===== src/rtl/rhb_pkg.sv =====
package rhb_pkg;
   typedef enum logic [1:0] {
      RB_IDLE   = 2'd0,
      RB_SQUASH = 2'd1,
      RB_FLUSH  = 2'd2
   } rb_mode_e;
endpackage


===== src/rtl/rhb_freelist.sv =====
module rhb_freelist #(
   parameter int NUM_PHYS = 16,
   parameter int NUM_ARCH = 8,
   localparam int PW = $clog2(NUM_PHYS),
   localparam int LW = $clog2(NUM_PHYS + 1)
) (
   input  logic          clk,
   input  logic          rst_n,
   input  logic          alloc_en,
   output logic [PW-1:0] alloc_idx,
   output logic          has_free,
   input  logic          rel_en,
   input  logic [PW-1:0] rel_idx,
   output logic [LW-1:0] level
);
   logic [NUM_PHYS-1:0] free_q;

   // lowest free index wins
   always_comb begin
      alloc_idx = '0;
      for (int i = NUM_PHYS - 1; i >= 0; i--) begin
         if (free_q[i]) alloc_idx = PW'(i);
      end
   end

   assign has_free = |free_q;

   always_comb begin
      level = '0;
      for (int i = 0; i < NUM_PHYS; i++) level = level + LW'(free_q[i]);
   end

   always_ff @(posedge clk) begin
      if (!rst_n) begin
         for (int i = 0; i < NUM_PHYS; i++) free_q[i] <= (i >= NUM_ARCH);
      end else begin
         if (alloc_en) free_q[alloc_idx] <= 1'b0;
         if (rel_en)   free_q[rel_idx]   <= 1'b1;
      end
   end

   assert_alloc_has_free_R4: assert property (@(posedge clk) disable iff (!rst_n)
      alloc_en |-> has_free);
   assert_no_double_free_R5: assert property (@(posedge clk) disable iff (!rst_n)
      rel_en |-> !free_q[rel_idx]);
   assert_alloc_release_distinct_R7: assert property (@(posedge clk) disable iff (!rst_n)
      (alloc_en && rel_en) |-> (alloc_idx != rel_idx));
endmodule


===== src/rtl/rhb_maptable.sv =====
module rhb_maptable #(
   parameter int NUM_ARCH = 8,
   parameter int NUM_PHYS = 16,
   localparam int AW = $clog2(NUM_ARCH),
   localparam int PW = $clog2(NUM_PHYS)
) (
   input  logic          clk,
   input  logic          rst_n,
   input  logic [AW-1:0] rd_a_arch,
   output logic [PW-1:0] rd_a_phys,
   input  logic [AW-1:0] rd_b_arch,
   output logic [PW-1:0] rd_b_phys,
   input  logic          wr_en,
   input  logic [AW-1:0] wr_arch,
   input  logic [PW-1:0] wr_phys
);
   logic [PW-1:0] map_q [NUM_ARCH];

   assign rd_a_phys = map_q[rd_a_arch];
   assign rd_b_phys = map_q[rd_b_arch];

   always_ff @(posedge clk) begin
      if (!rst_n) begin
         for (int a = 0; a < NUM_ARCH; a++) map_q[a] <= PW'(a);
      end else if (wr_en) begin
         map_q[wr_arch] <= wr_phys;
      end
   end

   assert_write_lands_R2: assert property (@(posedge clk) disable iff (!rst_n)
      (wr_en && rd_b_arch == wr_arch) |=> ($past(rd_b_arch) != rd_b_arch) || (rd_b_phys == $past(wr_phys)));
endmodule


===== src/rtl/rhb_history.sv =====
module rhb_history #(
   parameter int DEPTH    = 8,
   parameter int SEQ_W    = 8,
   parameter int NUM_ARCH = 8,
   parameter int NUM_PHYS = 16,
   localparam int AW = $clog2(NUM_ARCH),
   localparam int PW = $clog2(NUM_PHYS),
   localparam int IW = (DEPTH > 1) ? $clog2(DEPTH) : 1,
   localparam int CW = $clog2(DEPTH + 1)
) (
   input  logic             clk,
   input  logic             rst_n,
   input  logic             push,
   input  logic [SEQ_W-1:0] push_seq,
   input  logic [AW-1:0]    push_arch,
   input  logic [PW-1:0]    push_new,
   input  logic [PW-1:0]    push_prev,
   input  logic             pop_young,
   input  logic             pop_old,
   output logic [SEQ_W-1:0] young_seq,
   output logic [AW-1:0]    young_arch,
   output logic [PW-1:0]    young_new,
   output logic [PW-1:0]    young_prev,
   output logic [SEQ_W-1:0] old_seq,
   output logic [PW-1:0]    old_prev,
   output logic             empty,
   output logic             full,
   output logic [CW-1:0]    count
);
   logic [SEQ_W-1:0] seq_q  [DEPTH];
   logic [AW-1:0]    arch_q [DEPTH];
   logic [PW-1:0]    new_q  [DEPTH];
   logic [PW-1:0]    prev_q [DEPTH];
   logic [IW-1:0]    head_q, tail_q, young_idx;

   function automatic logic [IW-1:0] wrap_inc(input logic [IW-1:0] p);
      return (p == IW'(DEPTH - 1)) ? '0 : p + 1'b1;
   endfunction

   assign young_idx  = (tail_q == '0) ? IW'(DEPTH - 1) : tail_q - 1'b1;
   assign young_seq  = seq_q[young_idx];
   assign young_arch = arch_q[young_idx];
   assign young_new  = new_q[young_idx];
   assign young_prev = prev_q[young_idx];
   assign old_seq    = seq_q[head_q];
   assign old_prev   = prev_q[head_q];
   assign empty      = (count == '0);
   assign full       = (count == CW'(DEPTH));

   always_ff @(posedge clk) begin
      if (push) begin
         seq_q[tail_q]  <= push_seq;
         arch_q[tail_q] <= push_arch;
         new_q[tail_q]  <= push_new;
         prev_q[tail_q] <= push_prev;
      end
   end

   always_ff @(posedge clk) begin
      if (!rst_n) begin
         head_q <= '0;
         tail_q <= '0;
         count  <= '0;
      end else begin
         if (push)           tail_q <= wrap_inc(tail_q);
         else if (pop_young) tail_q <= young_idx;
         if (pop_old)        head_q <= wrap_inc(head_q);
         count <= count + CW'(push) - CW'(pop_young) - CW'(pop_old);
      end
   end

   assert_no_overflow_R4: assert property (@(posedge clk) disable iff (!rst_n)
      (push && !pop_old) |-> !full);
   assert_no_underflow_R7: assert property (@(posedge clk) disable iff (!rst_n)
      (pop_young || pop_old) |-> !empty);
   assert_single_end_R5: assert property (@(posedge clk) disable iff (!rst_n)
      !(pop_young && (pop_old || push)));
endmodule


===== src/rtl/rename_rollback_unit.sv =====
module rename_rollback_unit #(
   parameter int NUM_ARCH   = 8,
   parameter int NUM_PHYS   = 16,
   parameter int SEQ_W      = 8,
   parameter int HIST_DEPTH = NUM_PHYS - NUM_ARCH,
   localparam int ARCH_W = $clog2(NUM_ARCH),
   localparam int PHYS_W = $clog2(NUM_PHYS),
   localparam int LVL_W  = $clog2(NUM_PHYS + 1)
) (
   input  logic              clk,
   input  logic              rst_n,
   input  logic              ren_valid,
   input  logic [ARCH_W-1:0] ren_arch,
   input  logic [SEQ_W-1:0]  ren_seq,
   output logic              ren_ready,
   output logic [PHYS_W-1:0] ren_new_phys,
   output logic [PHYS_W-1:0] ren_prev_phys,
   input  logic [ARCH_W-1:0] src_arch,
   output logic [PHYS_W-1:0] src_phys,
   input  logic              cmt_valid,
   input  logic [SEQ_W-1:0]  cmt_seq,
   input  logic              sq_valid,
   input  logic [SEQ_W-1:0]  sq_seq,
   input  logic              flush,
   output logic              busy,
   output logic [LVL_W-1:0]  free_level
);
   import rhb_pkg::*;

   localparam int SPARE = NUM_PHYS - NUM_ARCH;
   localparam int HCW   = $clog2(HIST_DEPTH + 1);

   if (NUM_ARCH < 2) begin : g_bad_arch
      $error("NUM_ARCH must be at least 2");
   end
   if (NUM_PHYS <= NUM_ARCH) begin : g_bad_phys
      $error("NUM_PHYS must exceed NUM_ARCH");
   end
   if (HIST_DEPTH < 1) begin : g_bad_depth
      $error("HIST_DEPTH must be at least 1");
   end

   rb_mode_e         mode_q;
   logic [SEQ_W-1:0] sq_tag_q, cmt_lim_q;
   logic             cmt_go_q;

   logic              fl_has_free;
   logic [PHYS_W-1:0] fl_alloc_idx, rel_idx;
   logic              rel_en;
   logic              h_empty, h_full;
   logic [HCW-1:0]    h_count;
   logic [SEQ_W-1:0]  h_young_seq, h_old_seq;
   logic [ARCH_W-1:0] h_young_arch;
   logic [PHYS_W-1:0] h_young_new, h_young_prev, h_old_prev;
   logic              start_rb, ren_fire, walk_pop, cmt_pop, take_cmt;
   logic              map_wr_en;
   logic [ARCH_W-1:0] map_wr_arch;
   logic [PHYS_W-1:0] map_wr_phys;

   assign busy      = (mode_q != RB_IDLE);
   assign start_rb  = sq_valid || flush;
   assign ren_ready = !busy && fl_has_free && !h_full;
   assign ren_fire  = ren_valid && ren_ready && !start_rb;
   assign ren_new_phys = fl_alloc_idx;

   assign walk_pop = busy && !h_empty &&
                     ((mode_q == RB_FLUSH) || (h_young_seq > sq_tag_q));
   assign take_cmt = cmt_valid && !start_rb && !busy;
   assign cmt_pop  = cmt_go_q && !busy && !start_rb && !h_empty &&
                     (h_old_seq <= cmt_lim_q);

   assign rel_en  = walk_pop || cmt_pop;
   assign rel_idx = walk_pop ? h_young_new : h_old_prev;

   assign map_wr_en   = ren_fire || walk_pop;
   assign map_wr_arch = walk_pop ? h_young_arch : ren_arch;
   assign map_wr_phys = walk_pop ? h_young_prev : fl_alloc_idx;

   always_ff @(posedge clk) begin
      if (!rst_n) begin
         mode_q   <= RB_IDLE;
         sq_tag_q <= '0;
      end else if (start_rb) begin
         mode_q   <= flush ? RB_FLUSH : RB_SQUASH;
         sq_tag_q <= sq_seq;
      end else if (busy && !walk_pop) begin
         mode_q   <= RB_IDLE;
      end
   end

   always_ff @(posedge clk) begin
      if (!rst_n) begin
         cmt_go_q  <= 1'b0;
         cmt_lim_q <= '0;
      end else if (start_rb) begin
         cmt_go_q  <= 1'b0;
      end else if (take_cmt) begin
         cmt_go_q  <= 1'b1;
         cmt_lim_q <= cmt_seq;
      end else if (cmt_go_q && !busy && !cmt_pop) begin
         cmt_go_q  <= 1'b0;
      end
   end

   rhb_freelist #(.NUM_PHYS(NUM_PHYS), .NUM_ARCH(NUM_ARCH)) u_free (
      .clk(clk), .rst_n(rst_n),
      .alloc_en(ren_fire), .alloc_idx(fl_alloc_idx), .has_free(fl_has_free),
      .rel_en(rel_en), .rel_idx(rel_idx), .level(free_level)
   );

   rhb_maptable #(.NUM_ARCH(NUM_ARCH), .NUM_PHYS(NUM_PHYS)) u_map (
      .clk(clk), .rst_n(rst_n),
      .rd_a_arch(src_arch), .rd_a_phys(src_phys),
      .rd_b_arch(ren_arch), .rd_b_phys(ren_prev_phys),
      .wr_en(map_wr_en), .wr_arch(map_wr_arch), .wr_phys(map_wr_phys)
   );

   rhb_history #(.DEPTH(HIST_DEPTH), .SEQ_W(SEQ_W), .NUM_ARCH(NUM_ARCH),
                 .NUM_PHYS(NUM_PHYS)) u_hist (
      .clk(clk), .rst_n(rst_n),
      .push(ren_fire), .push_seq(ren_seq), .push_arch(ren_arch),
      .push_new(fl_alloc_idx), .push_prev(ren_prev_phys),
      .pop_young(walk_pop), .pop_old(cmt_pop),
      .young_seq(h_young_seq), .young_arch(h_young_arch),
      .young_new(h_young_new), .young_prev(h_young_prev),
      .old_seq(h_old_seq), .old_prev(h_old_prev),
      .empty(h_empty), .full(h_full), .count(h_count)
   );

   // every spare register is either free or held by exactly one log entry
   assert_conserve_regs_R10: assert property (@(posedge clk) disable iff (!rst_n)
      (int'(free_level) + int'(h_count)) == SPARE);
   assert_log_records_R2: assert property (@(posedge clk) disable iff (!rst_n)
      ren_fire |=> (h_young_seq == $past(ren_seq)) && (h_young_new == $past(fl_alloc_idx)));
   assert_seq_order_R2: assert property (@(posedge clk) disable iff (!rst_n)
      (ren_fire && !h_empty) |-> (ren_seq > h_young_seq));
   assert_walk_complete_R5: assert property (@(posedge clk) disable iff (!rst_n)
      $fell(busy) |-> (h_empty || ($past(mode_q) == RB_SQUASH && h_young_seq <= sq_tag_q)));
   assert_no_rename_in_walk_R11: assert property (@(posedge clk) disable iff (!rst_n)
      start_rb |=> $stable(free_level) || busy);
endmodule


===== config.mk =====
export PLATFORM = sky130hd
export DESIGN_NAME = rename_rollback_unit
export DESIGN_NICKNAME = d
export VERILOG_FILES = /design/src/rtl/rhb_pkg.sv /design/src/rtl/rhb_freelist.sv /design/src/rtl/rhb_maptable.sv /design/src/rtl/rhb_history.sv /design/src/rtl/rename_rollback_unit.sv
export SDC_FILE = /design/constraint.sdc
export NUM_CORES = 1
export LEC_CHECK = 0
export BUFFER_PORTS_ARGS = -buffer_cell sky130_fd_sc_hd__buf_2
export CORE_MARGIN = 2
export CORE_UTILIZATION = 62
export CTS_CLUSTER_SIZE = 8
export DETAILED_ROUTE_END_ITERATION = 7
export PLACE_DENSITY_LB_ADDON = 0.2
export SYNTH_ARGS = -nofsm -noshare
export SYNTH_HDL_FRONTEND = slang
export SYNTH_HIERARCHICAL = 1
export SYNTH_SLANG_ARGS = --single-unit

===== constraint.sdc =====
create_clock -name clk -period 6.43 [get_ports clk]
set_clock_uncertainty 0.2 [all_clocks]
set_input_delay 0.643 -clock clk [delete_from_list [all_inputs] [get_ports clk]]
set_output_delay 0.643 -clock clk [all_outputs]
set_load 0.01 [all_outputs]

======== Yosys cells after proc, flatten, opt, wreduce, memory -nomap -nowiden ========
Memories as Yosys holds them, arrays and structs flattened. A register that Yosys moved wholly into a read port is not among the register bits.
Index checks and enable logic that the tools add are counted.
cells by class
  add/subtract/negate cells ............... 21
  $lt $le $gt $ge ......................... 6
  bitwise logic cells ..................... 5
  multipliers ............................. 0
  div/mod/pow operators ................... 0
  shift operators ......................... 0
  muxes and demuxes ....................... 49
  reduce and logical (&&, ||, !) cells .... 36
  equal/unequal tests ..................... 4
operators by type and width
  kind                                                                                  count
  4-bit 2-to-1 mux                                                                      19
  5-bit by 1-bit adder with 5-bit output                                                14
  16-bit 2-to-1 mux                                                                     3
  3-bit 2-to-1 mux                                                                      11
  16-bit AND                                                                            1
  1-bit logical AND                                                                     16
  16-bit NOT                                                                            1
  16-bit bitwise OR                                                                     1
  16-bit OR reduction                                                                   1
  1-bit 2-to-1 mux                                                                      11
  4-bit by 5-bit < comparator with 1-bit output (second input constant)                 2
  1-bit demux with 4-bit select                                                         2
  4-bit by 1-bit greater-or-equal comparator with 1-bit output (second input constant)  2
  8-bit > comparator                                                                    1
  8-bit <= comparator                                                                   1
  2-bit nonzero test                                                                    4
  4-bit by 1-bit subtractor with 4-bit output                                           2
  3-bit by 1-bit adder with 3-bit output (second input constant)                        2
  3-bit equality test (second input constant)                                           2
  1-bit zero test                                                                       6
  2-bit 2-to-1 mux                                                                      3
  4-bit by 1-bit adder with 4-bit output                                                1
  4-bit equality test (second input constant)                                           1
  4-bit zero test                                                                       1
  other kinds (9)                                                                       13
storage, ports and cells
  latch bits .............................. 0
  RAM bits ................................ 184
  bits of input ports ..................... 36
  register bits ........................... 45
  output and inout bits ................... 19
  memories ................................ 5
  logic and storage cells ................. 134
  ROM bits ................................ 0
memory list
  memory         depth  bits a word  read ports  clocked after memory_dff  wr ports  line                text
  u_hist.seq_q   8      8            2           1                         1         rhb_history.sv:30   logic [SEQ_W-1:0] seq_q [DEPTH];
  u_hist.new_q   8      4            1           0                         1         rhb_history.sv:32   logic [PW-1:0] new_q [DEPTH];
  u_hist.prev_q  8      4            2           1                         1         rhb_history.sv:33   logic [PW-1:0] prev_q [DEPTH];
  u_map.map_q    8      4            2           0                         8         rhb_maptable.sv:17  logic [PW-1:0] map_q [NUM_ARCH];
  u_hist.arch_q  8      3            1           0                         1         rhb_history.sv:31   logic [AW-1:0] arch_q [DEPTH];

======== Longest topological paths before layout ========
Gate-level depths: netlist (run 1).
  word-level depth ........................ 26
  gate-level depth with buffers ........... 27
  gate-level depth less buffers ........... 23

======== Hierarchy ========
The synthesis (run 1) kept the hierarchy.
modules (own cells, without submodules)
  module                times used  cells each  sequential area each (um^2)  area an instance (um^2)
  rhb_history           1           408         4824.6                       7283.2
  rhb_maptable          1           118         960.9                        1811.7
  rename_rollback_unit  1           155         380.4                        1363.8
  rhb_freelist          1           149         320.3                        1243.7

======== Worst setup path after synthesis (run 1) ========
OpenSTA, ideal clock, no wires.
  path kind ............................... register -> register
  start point ............................. register u_hist.tail_q[0]
  end point ............................... register u_hist.count[3]
  setup slack ............................. 1.515 ns
  path buffers ............................ 5
  data required time ...................... 6.115 ns
  stages on the path, launching flop included .. 27
  arrival time ............................ 4.600 ns
  period minus slack after synthesis ...... 4.915 ns
  library setup time ...................... 0.115 ns
  cell sequence ........................... dfxtp_1 -> buf_4 -> inv_1 -> ha_1 -> ha_1 -> clkbuf_1 -> buf_4 -> buf_2 -> mux2i_1 -> o221ai_1 -> ha_1 -> nand4_1 -> nand3b_1 -> a21oi_2 -> a211oi_4 -> buf_8 -> inv_1 -> inv_1 -> fa_1 -> inv_1 -> ha_1 -> inv_1 -> ha_1 -> inv_1 -> fa_1 -> xor2_1 -> and2_1
on the way
  word-level cells in the longest chain between the ends .. 8
  elaborated cells on any way between the ends .. 9
  those cells by class .................... add/sub (3); order compare (1); mux (1); reduce/logical (3); memory (1)
RTL lines
  element                                                                         line                        text
  start: declaration                                                              rhb_history.sv:34           logic [IW-1:0] head_q, tail_q, young_idx;
  start signal: assignment                                                        rhb_history.sv:65           if (push) tail_q <= wrap_inc(tail_q);
  start signal: assignment                                                        rhb_history.sv:66           else if (pop_young) tail_q <= young_idx;
  3-bit by 1-bit subtractor with 3-bit output or 3-bit zero test (tied branches)  rhb_history.sv:40           assign young_idx = (tail_q == '0) ? IW'(DEPTH - 1) : tail_q - 1'b1;
  3-bit 2-to-1 mux *                                                              rhb_history.sv:40
  memory read 8 x 8 bit *                                                         --
  net h_young_seq[7]                                                              rename_rollback_unit.sv:52  logic [SEQ_W-1:0] h_young_seq, h_old_seq;
  8-bit > comparator *                                                            rename_rollback_unit.sv:67  ((mode_q == RB_FLUSH) || (h_young_seq > sq_tag_q));
  1-bit logical OR *                                                              rename_rollback_unit.sv:67
  1-bit logical AND *                                                             rename_rollback_unit.sv:66  assign walk_pop = busy && !h_empty &&
  net walk_pop                                                                    rename_rollback_unit.sv:55  logic start_rb, ren_fire, walk_pop, cmt_pop, take_cmt;
  4-bit by 1-bit subtractor with 4-bit output * (2 in a row)                      rhb_history.sv:68           count <= count + CW'(push) - CW'(pop_young) - CW'(pop_old);
  end signal: assignment                                                          rhb_history.sv:68
  end: declaration                                                                rhb_history.sv:28           output logic [CW-1:0] count
The timed path passes the listed nets; every way through them passes the cells marked *.
A chain may end at the register's enable or synchronous reset.

==> results of run 1 <==
-- cell type report --
type,count,area (um2)
Clock buffer,47,963
Multi-Input combinational cell,498,4800
Inverter,56,210
Tap cell,234,293
Sequential cell,232,6490
Fill cell,1244,5510
Timing Repair Buffer,69,383
-- power by group through the flow --
stage               clock network (W)  logic [W]  registers, W
finish                        0.00161    0.00131       0.00175
CTS                           0.00163    0.00130       0.00175
global route                  0.00169    0.00141       0.00175
floorplan                           0   0.000980       0.00176
detailed placement                  0    0.00129       0.00177
global placement                    0    0.00125       0.00177
-- tightest hold or removal path, delay by kind of cell --
family	cells	cell delay (ps)
multiplexers	1	50
buffers and inverters	1	80
AND/OR/NAND/NOR	1	90
-- state kept, by name (all words and copies together) (netlist names), 3 cells and up, named ones only --
signal / count
u_hist/seq_q: 64
u_map/map_q: 32
cmt_lim_q: 8
u_hist/tail_q: 3
sq_tag_q: 8
u_free/free_q: 16
u_hist/head_q: 3
u_hist/count: 4
u_hist/prev_q: 32
u_hist/arch_q: 24
u_hist/new_q: 32
-- metal layers --
metal / vias to the layer above / wire (um)
met2: 300 / 13700
met3: 43 / 1600
met5: - / 0
met4: 0 / 657
met1: 3672 / 10700
li1: 3344 / -
-- cells by family after synthesis --
kind of cell	count (synthesis)
flops	232
simple gates	170
mux	157
compound gates	123
buf+inv	100
fa+ha+maj	45
xor+xnor	3
-- through the flow --
step / cells / area (um2) / util [%] / total power, W
finish: 1136 / 13100 / 70.5 / 0.00467
CTS: 1136 / 13100 / 70.5 / 0.00468
global route: 1136 / 13100 / 70.5 / 0.00485
global placement: 1089 / 12200 / 65.3 / 0.00302
detailed placement: 1089 / 12200 / 65.3 / 0.00306
floorplan: 830 / 11700 / - / 0.00274
-- cells in the final DEF, fill, tap and decap left out, drive strengths merged, types with 3 or more instances in the layout --
cell type / netlist / layout
nor2: 20 / 20
nand3: 4 / 4
dfxtp: 48 / 48
nand4: 7 / 7
nand2: 40 / 40
nor3: 22 / 22
edfxtp: 184 / 184
nand2b: 9 / 9
buf: 26 / 69
nand3b: 6 / 6
o221ai: 20 / 20
o211ai: 8 / 8
o21ai: 23 / 23
a21boi: 10 / 10
o22a: 20 / 20
a21oi: 17 / 17
a21o: 4 / 4
fa: 12 / 12
or3: 13 / 13
clkbuf: 18 / 47
mux4: 40 / 40
mux2: 31 / 31
and2: 6 / 6
nor3b: 3 / 3
nor2b: 22 / 22
inv: 56 / 56
nor4: 9 / 9
o21a: 3 / 3
mux2i: 86 / 86
ha: 33 / 33
-- worst paths after layout --
path                                     endpoint        startpoint  slack [ps]  cells past startpoint
worst max-delay path            u_map/map_q[0][0]  u_hist/tail_q[0]         870                     13
worst min register to register        sq_tag_q[6]       sq_tag_q[6]         280                      2
worst max register to register  u_map/map_q[0][0]  u_hist/tail_q[0]         870                     13
worst min-delay path                 cmt_lim_q[0]        cmt_seq[0]         200                      3
==> results.py, run 1 <==
metrics = {
    "power_and_ir_drop": {
        "seqPwrFrac_pct": 37.4,
        "ir_drop_mv": 0.211,
        "combPwrFrac_pct": 28.1,
        "p_switching_w": 0.00138,
        "power.density_nw_per_um2": 355,
        "swShare_pct": 29.6,
        "clockPowerShare_pct": 34.4,
        "internal_power_w": 0.00328,
        "p_leak_nw": 4.68,
    },
    "yosys": {
        "ys_ff_latch": 232,
        "synth_edf_count": 184,
        "ys.warnings.count": 6,
        "yosysUniqueCellTypes": 64,
        "synth_xor_area_share_pct": 0.225,
        "yosysMostFrequentCell": "edfxtp_1",
        "synth_adder_area_share_pct": 5.58,
        "synthFlopType": "edfxtp_1",
        "async_flop_share_pct": 0,
        "synth_top_family_by_area": "multiplexers",
        "yosysSeqAreaShare_pct": 55.4,
        "syn-num-nets": 911,
        "synthSimpleGateAreaFrac_pct": 7.73,
        "yosys-top-cells-count": "184 x edfxtp_1, 86 x mux2i_1, 55 x inv_1",
        "avgSynthCellArea_um2": 14.1,
        "synth_compound_area_share_pct": 7.86,
        "yosys.area.top_type_share_pct": 47.2,
        "netlist_top_cells_area": "edfxtp_1 47%, dfxtp_1 8.2%, mux4_1 7.6%, mux2i_1 7.4%, ha_1 3.5%",
        "muxShareOfSynthArea_pct": 19.3,
        "netlist_area_um2": 11700,
        "synth_top_cell_by_area": "edfxtp_1",
        "syn_inst": 830,
    },
    "timing": {
        "setup_slack_ps": 873,
        "drv_slew": 0,
        "tightest_slew_ps": 973,
        "rsz0062_at_grt": "no",
        "setup_tns_ps": 0,
        "max_freq_ghz": 0.180,
        "finalSetupViolCount": 0,
        "finalCriticalPeriod_ps": 5560,
        "hold_viol_final": 0,
        "max_slew_margin_pct": 35.1,
        "hold_ws_ps": 197,
        "min_period_over_period_pct": 86.4,
    },
    "die": {
        "die_area_um2": 20000,
        "pin_count": 55,
        "die_h_um": 141,
        "core_area_um2": 18600,
        "fp-row-count": 50,
        "start_util_pct": 62.8,
        "die_x_um": 141,
    },
    "hold_path": {
        "hold_path_class": "in2reg",
    },
    "finish": {
        "syn_to_final_growth_pct": 12.2,
        "num-nets-final": 972,
        "drive_gt1_share_pct": 17.7,
        "diodes": 0,
    },
    "setup_path": {
        "critPathMaxStageDelay_ps": 690,
        "cp_cell_sequence": "inv_1 > ha_1 > ha_4 > nor2b_1 > nand2_1 > o221ai_1 > ha_1 > a21oi_1 > a21oi_2 > a211oi_4 > mux2_4 > nand3b_1 > o31ai_1",
        "cpMostUsedCell": "ha_1",
        "worst_ep_required_time_ps": 6350,
        "critPathSlowestCell": "o31ai_1",
        "worstPathBufferInverterCount": 1,
        "crit_family": "compound AO/OA/AOI/OAI gates",
        "crit_fanout": 20,
        "cp.arrival_ps": 5480,
        "crit_path_end_kind": "flop",
        "worstSetupStartpointType": "flop",
        "critPathKind": "reg2reg",
    },
    "detailed_routing": {
        "drtIter0Drc": 667,
        "vias_per_cell": 6.48,
        "num_vias": 7359,
        "drt_wl_total_mm": 26.7,
        "drc": 0,
        "routedWlPerCell_um": 23.5,
        "postRouteAntennaNets": 0,
        "firstDrtPassIters": 7,
    },
    "global_route": {
        "grt_pass1_wl_mm": 40.9,
        "met2_usage_pct": 47.4,
        "grt_pass1_vias": 7506,
        "grt_max_degree": 58,
        "grt.busiest_layer": "met2",
        "use_met3_pct": 3.85,
        "gr-total-overflow": 0,
        "antenna_found_initial": 0,
        "track_usage_pct": 27.0,
        "grt.met1_usage_pct": 34.5,
    },
    "flow_run": {
        "maxCapViolations": 0,
    },
    "place": {
        "dp_hpwl_mm": 17.7,
        "gp_congestion": 0.923,
        "pre_cts_ws_ps": 1030,
        "portBuffers": 54,
    },
    "clocking": {
        "clk_latency_ps": 500,
        "cts-hold-fix-buffers": 0,
        "clockRootBuffer": "clkbuf_16",
        "htreeDepth": 2,
        "clk_pin_slew_ps": 50,
        "cts.sinks": 232,
        "cts_buffers": 34,
        "cts_tree": "yes",
        "clockBufferDepth": 3,
        "cts_resized": 0,
        "post_cts_buffers": 0,
    },
    "outcome": {
        "status": "completed",
    },
}
Note: power is estimated with default switching activity, not from simulation.
==> inputs of run 2 (changes only) <==
CORE_UTILIZATION = 56   (was 62)
PLACE_DENSITY = 0.77   (was default)
PLACE_DENSITY_LB_ADDON = default   (was 0.2)
clock period = 5.1 ns   (was 6.43 ns; I/O delays follow)
==> run 2 against run 1 <==
  * Global-route usage fell by 2.1 points
  * Critical endpoint is now u_map/map_q[3][2]
  * Cell count rose by 4.7%
  * Sequential cell count did not move
  * Critical path type unchanged
==> results.py, run 2 (synthesis gave the netlist of run 1 again) <==
metrics = {
    "finish": {
        "syn_to_final_growth_pct": 13.7,
        "final_common_cell": "edfxtp_1",
        "drive_gt1_share_pct": 19.6,
        "diodes": 0,
        "top_register": "u_hist/seq_q",
        "final_cell_mix": "184 x edfxtp_1, 86 x mux2i_1, 55 x inv_1",
        "largest_reg_flops": 64,
        "num-nets-final": 990,
        "utilization_pct": 65.3,
    },
    "global_route": {
        "grt.busiest_layer": "met2",
        "gr-total-overflow": 0,
        "grt.met1_usage_pct": 32.8,
        "use_met3_pct": 3.83,
        "grt_pass1_wl_mm": 41.9,
        "grt_pass1_vias": 7533,
        "grt_max_degree": 58,
        "antenna_found_initial": 0,
        "met2_usage_pct": 42.0,
        "track_usage_pct": 24.9,
    },
    "clocking": {
        "cts_buffers": 34,
        "clk_latency_ps": 500,
        "clockBufferDepth": 3,
        "cts-hold-fix-buffers": 0,
        "cts.sinks": 232,
        "clockRootBuffer": "clkbuf_16",
        "cts_tree": "yes",
        "clk_pin_slew_ps": 50,
        "htreeDepth": 2,
    },
    "power_and_ir_drop": {
        "swShare_pct": 29.9,
        "p_switching_w": 0.00176,
        "ir_drop_mv": 0.300,
        "combPwrFrac_pct": 29.2,
        "power.density_nw_per_um2": 441,
        "p_leak_nw": 4.75,
        "internal_power_w": 0.00411,
        "clockPowerShare_pct": 33.3,
        "seqPwrFrac_pct": 37.5,
    },
    "detailed_routing": {
        "drt_wl_total_mm": 27.0,
        "firstDrtPassIters": 5,
        "drtIter0Drc": 580,
        "routedWlPerCell_um": 22.7,
        "num_vias": 7500,
        "vias_per_cell": 6.31,
        "postRouteAntennaNets": 0,
        "drc": 0,
    },
    "setup_path": {
        "cp_cell_sequence": "inv_1 > ha_1 > ha_4 > or3b_1 > o22a_1 > o221ai_1 > ha_1 > nor2b_1 > o211ai_2 > a21oi_2 > a211oi_4 > buf_4 > mux2_2 > nand2b_1 > o21ai_0",
        "crit_fanout": 14,
        "worstSetupStartpointType": "flop",
        "cpMostUsedCell": "ha_1",
        "critPathMaxStageDelay_ps": 590,
        "critPathKind": "reg2reg",
        "worst_ep_required_time_ps": 5040,
        "cp.arrival_ps": 4890,
        "crit_path_end_kind": "flop",
        "critPathSlowestCell": "or3b_1",
    },
    "timing": {
        "max_freq_ghz": 0.202,
        "max_slew_margin_pct": 29.6,
        "hold_ws_ps": 67.2,
        "drv_slew": 0,
        "finalCriticalPeriod_ps": 4950,
        "tightest_slew_ps": 1060,
        "finalSetupViolCount": 0,
        "hold_viol_final": 0,
        "min_period_over_period_pct": 97.0,
        "rsz0062_at_grt": "yes",
    },
    "die": {
        "start_util_pct": 57.5,
        "pin_count": 55,
        "fp-row-count": 52,
        "core_area_um2": 20400,
        "die_area_um2": 22100,
        "die_h_um": 149,
        "die_x_um": 149,
    },
    "hold_path": {
        "hold_path_class": "in2reg",
    },
    "flow_run": {
        "maxCapViolations": 0,
    },
    "place": {
        "portBuffers": 54,
        "dp_hpwl_mm": 18.0,
        "gp_congestion": 0.870,
    },
    "outcome": {
        "status": "completed",
    },
}
[run 2: cell count changes in the layout (fill, tap and decap cells not counted), moves of 2 or more]
cell,change
inv_6,+2
buf_12,+2
buf_4,+16
clkbuf_16,-3
[run 2: power groups by stage]
| stage | clock (W) | combinational, W | sequential [W] |
|---|---|---|---|
| 3_3_place_gp | 0 | 0.00164 | 0.00223 |
| 4_1_cts | 0.00198 | 0.00168 | 0.00220 |
| 6_report | 0.00195 | 0.00171 | 0.00220 |
| 3_5_place_dp | 0 | 0.00167 | 0.00223 |
| 2_1_floorplan | 0 | 0.00124 | 0.00222 |
| 5_1_grt | 0.00207 | 0.00185 | 0.00220 |
[run 2: worst paths after layout]
kind                          from                 to  slack, ps  cells after the start
setup / recovery  u_hist/tail_q[1]  u_map/map_q[3][2]        150                     15
hold / removal           sq_seq[6]        sq_tag_q[6]         70                      3
setup reg to reg  u_hist/tail_q[1]  u_map/map_q[3][2]        150                     15
hold reg to reg        sq_tag_q[5]        sq_tag_q[5]        260                      2
[run 2: layer usage]
layer / vias to the layer above / part of all wire (%)
li1: 3386 / -
met1: 3762 / 41
met2: 298 / 50
met3: 54 / 6.1
met4: 0 / 2.8
met5: - / 0
[run 2: final cells by class]
| cell class | instances | area [um2] |
|---|---|---|
| repair buffers | 87 | 543 |
| inverters | 56 | 210 |
| fillers | 1428 | 7060 |
| clock inverters | 3 | 33.8 |
| clock buffers | 43 | 885 |
| multi-input cells | 498 | 4810 |
| flip-flops and latches | 232 | 6490 |
| well taps | 270 | 338 |
[run 2: critical path, delay by kind of cell (launching register included)]
family,cells,cell delay [ps]
muxes,1,480
and+or+nand+nor,3,1040
DFF,1,460
AOI/OAI and AO/OA,6,1280
buffers and inverters,2,410
adders and majority gates,3,680
[run 2: what timing repair did]
action | in CTS | in global routing
endpoints found under the setup margin | 0 | 36
buffers inserted | 0 | 3
gates resized for setup | 0 | 2
[run 2: per-stage QoR]
stage / setup slack, ps / TNS, ps / cells / instance area (um2) / power [W]
after global placement: 247 / 0 / 1140 / 12400 / 0.00386
final: 152 / 0 / 1189 / 13300 / 0.00587
after global routing: -134 / -1980 / 1189 / 13300 / 0.00612
after floorplan: 185 / 0 / 830 / 11700 / 0.00345
after detailed placement: 106 / 0 / 1140 / 12400 / 0.00390
after CTS: 96.5 / 0 / 1186 / 13300 / 0.00586
